### config.mk
export PLATFORM = sky130hd
export DESIGN_NAME = rtc_irq_gen
export DESIGN_NICKNAME = d
export VERILOG_FILES = /design/src/rtl/rtc_irq_pkg.sv /design/src/rtl/rtc_irq_tick_sel.sv /design/src/rtl/rtc_irq_regs.sv /design/src/rtl/rtc_irq_out.sv /design/src/rtl/rtc_irq_gen.sv
export SDC_FILE = /design/constraint.sdc
export NUM_CORES = 1
export LEC_CHECK = 0
export BUFFER_PORTS_ARGS = -buffer_cell sky130_fd_sc_hd__buf_2
export CAP_MARGIN = 20
export CELL_PAD_IN_SITES_DETAIL_PLACEMENT = 0
export CELL_PAD_IN_SITES_GLOBAL_PLACEMENT = 1
export CORE_AREA = 2 2 39 41
export DETAILED_ROUTE_END_ITERATION = 10
export DIE_AREA = 0 0 41 43
export PLACE_DENSITY_LB_ADDON = 0.1
export RECOVER_POWER = 100
export SKIP_CTS_REPAIR_TIMING = 1
export SLEW_MARGIN = 10
export SYNTH_ARGS = -nofsm -noshare
export SYNTH_HDL_FRONTEND = slang
export SYNTH_SLANG_ARGS = --single-unit
export TNS_END_PERCENT = 50
### constraint.sdc
create_clock -name clk_i -period 3 [get_ports clk_i]
set_input_delay 0.6 -clock clk_i [delete_from_list [all_inputs] [get_ports clk_i]]
set_output_delay 0.6 -clock clk_i [all_outputs]
set_load 0.02 [all_outputs]
### src/rtl/rtc_irq_pkg.sv
package rtc_irq_pkg;
  localparam int PERIOD_W = 2;
  localparam int N_TICK   = 1 << PERIOD_W;
  localparam int MODE_W   = PERIOD_W + 2;

  typedef enum logic [PERIOD_W-1:0] {
    PER_64HZ = 2'b00,
    PER_SEC  = 2'b01,
    PER_MIN  = 2'b10,
    PER_HOUR = 2'b11
  } period_e;

  typedef struct packed {
    period_e period;
    logic    trig_level;
    logic    enable;
  } mode_t;

  localparam logic SEL_MODE   = 1'b0;
  localparam logic SEL_STATUS = 1'b1;
endpackage

### src/rtl/rtc_irq_tick_sel.sv
module rtc_irq_tick_sel #(
  parameter int N_TICK = 4,
  localparam int SEL_W = $clog2(N_TICK)
) (
  input  logic [N_TICK-1:0] tick_i,
  input  logic [SEL_W-1:0]  sel_i,
  output logic              cause_o
);
  logic [N_TICK-1:0] hit;

  for (genvar g = 0; g < N_TICK; g++) begin : g_src
    assign hit[g] = tick_i[g] & (sel_i == SEL_W'(g));
  end

  assign cause_o = |hit;
endmodule

### src/rtl/rtc_irq_regs.sv
module rtc_irq_regs
  import rtc_irq_pkg::*;
#(
  parameter logic [MODE_W-1:0] INIT_MODE   = '0,
  parameter logic              INIT_STATUS = 1'b0
) (
  input  logic              clk_i,
  input  logic              rst_ni,
  input  logic              set_i,
  input  logic              wr_en_i,
  input  logic              wr_sel_i,
  input  logic [MODE_W-1:0] wr_data_i,
  output mode_t             mode_o,
  output logic              flag_o
);
  // Neither register has a reset: contents come from power-up only.
  logic [MODE_W-1:0] mode_q = INIT_MODE;
  logic              flag_q = INIT_STATUS;
  logic              clr;

  assign clr = wr_en_i && (wr_sel_i == SEL_STATUS) && wr_data_i[0];

  always_ff @(posedge clk_i) begin
    if (wr_en_i && (wr_sel_i == SEL_MODE)) mode_q <= wr_data_i;
  end

  always_ff @(posedge clk_i) begin
    if (set_i)    flag_q <= 1'b1;
    else if (clr) flag_q <= 1'b0;
  end

  assign mode_o = mode_t'(mode_q);
  assign flag_o = flag_q;

  assert_set_wins_R5: assert property (@(posedge clk_i) disable iff (!rst_ni)
    set_i |=> flag_o);
  assert_w1c_R4: assert property (@(posedge clk_i) disable iff (!rst_ni)
    (clr && !set_i) |=> !flag_o);
  assert_no_hw_clear_R4: assert property (@(posedge clk_i) disable iff (!rst_ni)
    (!set_i && !clr) |=> (flag_o == $past(flag_o)));
endmodule

### src/rtl/rtc_irq_out.sv
module rtc_irq_out (
  input  logic clk_i,
  input  logic rst_ni,
  input  logic clk_run_i,
  input  logic cause_i,
  input  logic flag_i,
  input  logic en_i,
  input  logic trig_level_i,
  output logic irq_o
);
  logic act, prev_q, held_q;

  assign act = flag_i & en_i;

  always_ff @(posedge clk_i or negedge rst_ni) begin
    if (!rst_ni) begin
      prev_q <= 1'b0;
      held_q <= 1'b0;
    end else begin
      prev_q <= act;
      if (clk_run_i)    held_q <= 1'b0;
      else if (cause_i) held_q <= 1'b1;
    end
  end

  assign irq_o = (trig_level_i | held_q) ? act : (act & ~prev_q);

  assert_gated_R8: assert property (@(posedge clk_i) disable iff (!rst_ni)
    !en_i |-> !irq_o);
  assert_single_pulse_R7: assert property (@(posedge clk_i) disable iff (!rst_ni)
    (!trig_level_i && !held_q && clk_run_i && irq_o) |=> (!irq_o || trig_level_i));
  assert_hold_stopped_R9: assert property (@(posedge clk_i) disable iff (!rst_ni)
    (cause_i && !clk_run_i) |=> (irq_o == (flag_i && en_i)));
endmodule

### src/rtl/rtc_irq_gen.sv
module rtc_irq_gen
  import rtc_irq_pkg::*;
#(
  parameter logic [MODE_W-1:0] INIT_MODE   = '0,
  parameter logic              INIT_STATUS = 1'b0
) (
  input  logic              clk_i,
  input  logic              rst_ni,
  input  logic              clk_run_i,
  input  logic [N_TICK-1:0] tick_i,
  input  logic              wr_en_i,
  input  logic              wr_sel_i,
  input  logic [MODE_W-1:0] wr_data_i,
  output logic [MODE_W-1:0] mode_o,
  output logic              status_o,
  output logic              irq_o
);
  mode_t mode;
  logic  cause, flag;

  rtc_irq_tick_sel #(.N_TICK(N_TICK)) u_sel (
    .tick_i (tick_i),
    .sel_i  (mode.period),
    .cause_o(cause)
  );

  rtc_irq_regs #(.INIT_MODE(INIT_MODE), .INIT_STATUS(INIT_STATUS)) u_regs (
    .clk_i    (clk_i),
    .rst_ni   (rst_ni),
    .set_i    (cause),
    .wr_en_i  (wr_en_i),
    .wr_sel_i (wr_sel_i),
    .wr_data_i(wr_data_i),
    .mode_o   (mode),
    .flag_o   (flag)
  );

  rtc_irq_out u_out (
    .clk_i       (clk_i),
    .rst_ni      (rst_ni),
    .clk_run_i   (clk_run_i),
    .cause_i     (cause),
    .flag_i      (flag),
    .en_i        (mode.enable),
    .trig_level_i(mode.trig_level),
    .irq_o       (irq_o)
  );

  assign mode_o   = mode;
  assign status_o = flag;
endmodule

==> results.py <==
metrics = {
    "global_route": {
        "grt_pass1_vias": 218,
        "grt_pass1_wl_um": 931,
        "grt_use_total_pct": 8.64,
        "overflow": 0,
        "antenna_found_initial": 0,
        "grt_max_degree": 5,
    },
    "logic_synthesis": {
        "synth-seq-cells": 7,
        "synth_seq_area_share_pct": 62.3,
        "syn-instance-count": 21,
        "ys.warnings.count": 0,
        "yosysTopAreaCell": "edfxtp_1",
        "synth_top_cells_by_area": "edfxtp_1, dfrtp_1, mux4_2",
        "avgSynthCellArea_um2": 14.5,
        "synth_top_cell_area_share_pct": 39.3,
        "synth_fp_nets": 34,
        "netlist_area_um2": 305,
        "synth_cell_types": 14,
    },
    "drt": {
        "antenna_left": 0,
        "initialDrtViolationCount": 1,
        "num_vias": 239,
        "drc": 0,
        "wl_per_cell_um": 10.8,
        "drt_pass1_iterations": 2,
        "routed_wl_um": 618,
        "vias_per_cell": 4.19,
    },
    "pwr": {
        "power_density_nw_per_um2": 558,
        "ir_drop_mv": 0.190,
        "p_leak_nw": 0.169,
    },
    "clock_tree": {
        "clk_latency_ns": 0.24,
        "ctsRootBufferMaster": "clkbuf_4",
        "cts_buffer_depth": 2,
        "path_clk_slew_ns": 0.05,
        "tritoncts": "built",
        "htreeDepth": 1,
        "cts_made_buffers": 3,
        "cts_sinks": 7,
    },
    "timing": {
        "clock.fmax_ghz": 0.556,
        "setup_tns_ns": 0,
        "fin_crit_sh_pct": 60.0,
        "relSlewSlack_pct": 75.6,
        "fin_worst_skew_ns": 0.00124,
        "drv_slew": 0,
        "setup_ws_ns": 1.20,
        "final-hold-violation-count": 0,
        "rsz0062_at_grt": "false",
        "worst_pin_slew_ns": 0.365,
        "period_needed_ns": 1.80,
        "finalSetupViolations": 0,
    },
    "worst_setup_path": {
        "r2r_cells": 2,
        "reg2reg_to": "u_regs.flag_o",
        "end_kind": "output pin",
        "r2r_slack_ns": 1.81,
        "crit_start": "u_regs.flag_o",
        "crit_required_ns": 2.40,
        "reg2reg_from": "u_regs.mode_o[2]",
        "crit_arrival_ns": 1.20,
        "critPathSlowestCell": "dfxtp_1",
        "crit_path_cell_trace": "and2_0, a21boi_0, clkbuf_1",
        "worstSetupPathType": "flop to output pin",
        "cp-start-kind": "flop",
        "cpPeakStageDelay_ns": 0.35,
        "crit_fanout": 3,
    },
    "layout": {
        "layout_commonest_cell": "clkbuf_1",
        "fin_nets": 55,
        "most-common-layout-cells": "clkbuf_1, buf_2, edfxtp_1, clkbuf_4",
        "nFillCells": 155,
        "area_delta_synth_final_pct": 36.1,
        "drive_above_1_share_pct": 34.1,
        "antennaDiodeCount": 0,
    },
    "floorplan": {
        "die_w_um": 41,
        "die_y_um": 43,
        "ios": 19,
        "start_util_pct": 22.1,
        "die-area_um2": 1760,
        "core_um2": 1380,
        "rows": 14,
    },
    "worst_hold_path": {
        "hold_path_class": "input pin to async pin",
    },
    "place": {
        "pre_cts_slack_ns": 1.53,
        "numPortBuffers": 18,
        "routabilityCongestion": 0.644,
    },
    "run_status": {
        "status": "complete, no violations",
    },
    "run": {
        "maxCapViolations": 0,
    },
}
[power breakdown]
part / switching (mW) / internal [mW]
clock: 0.0323 / 0.0506
combinational: 0.0180 / 0.0153
sequential: 0.00568 / 0.110
[cell type report]
cell class | count | area, um^2 | share of cell area (%)
well taps | 16 | 20.0 | 4.82
repair buffers | 18 | 78.8 | 19.0
multi-input cells | 12 | 100 | 24.1
clock buffers | 4 | 26.3 | 6.33
flip-flops and latches | 7 | 190 | 45.8
[worst max-delay path by stage]
stage          slack [ns]  cells after the start            end
2_1_floorplan        1.28                      2          irq_o
3_3_place_gp         1.58                      3  u_regs.flag_o
3_5_place_dp         1.53                      3          irq_o
4_1_cts              1.26                      3          irq_o
5_1_grt              1.07                      3          irq_o
6_report             1.20                      3          irq_o
[registers in the layout (all words and copies together), names as in the netlist]
signal / cells
u_out.held_q: 1
u_regs.mode_o: 4
u_out.prev_q: 1
u_regs.flag_o: 1
[cells in the mapped netlist]
cell type and number:
a21boi_0 1, a21o_1 1, a221oi_1 1, and2_1 1
buf_4 2, dfrtp_1 2, dfxtp_1 1, edfxtp_1 4
mux2i_1 2, mux4_2 1, nand3_1 1, nor2_1 2
nor2b_1 1, nor2b_2 1
[worst max-delay path: cells and delay by family (launching register included)]
family	cells	cell delay, ns
flops	1	0.35
simple gates	1	0.16
compound gates	1	0.19
buf+inv	1	0.25
[metal layers]
metal / up-vias / track usage (%) / part of all wire (%)
met5: - / 0 / 0
met3: 2 / 3.14 / 8.1
li1: 117 / - / -
met2: 9 / 9.69 / 50
met4: 0 / 8.00 / 1.1
met1: 111 / 12.0 / 40
[kinds of logic (layout without fill, tap and decap cells)]
family                 Yosys count  in the layout  share of synthesized area, %
DFF                              7              7                          62.3
and+or+nand+nor                  6              6                          11.1
AOI/OAI and AO/OA                3              3                          7.79
muxes                            3              3                          13.9
buffers and inverters            2             22                          4.92
[through the flow]
stage / power (mW) / hold slack (ns) / instances / cell area [um^2] / util, %
floorplan: 0.138 / 0.304 / 21 / 305 / -
global placement: 0.152 / 0.385 / 53 / 400 / 28.9
detailed placement: 0.154 / 0.391 / 53 / 400 / 28.9
CTS: 0.240 / 0.123 / 57 / 427 / 30.8
global route: 0.251 / 0.130 / 57 / 415 / 30.0
finish: 0.232 / 0.138 / 57 / 415 / 30.0
Note: power is estimated with default switching activity, not from simulation.
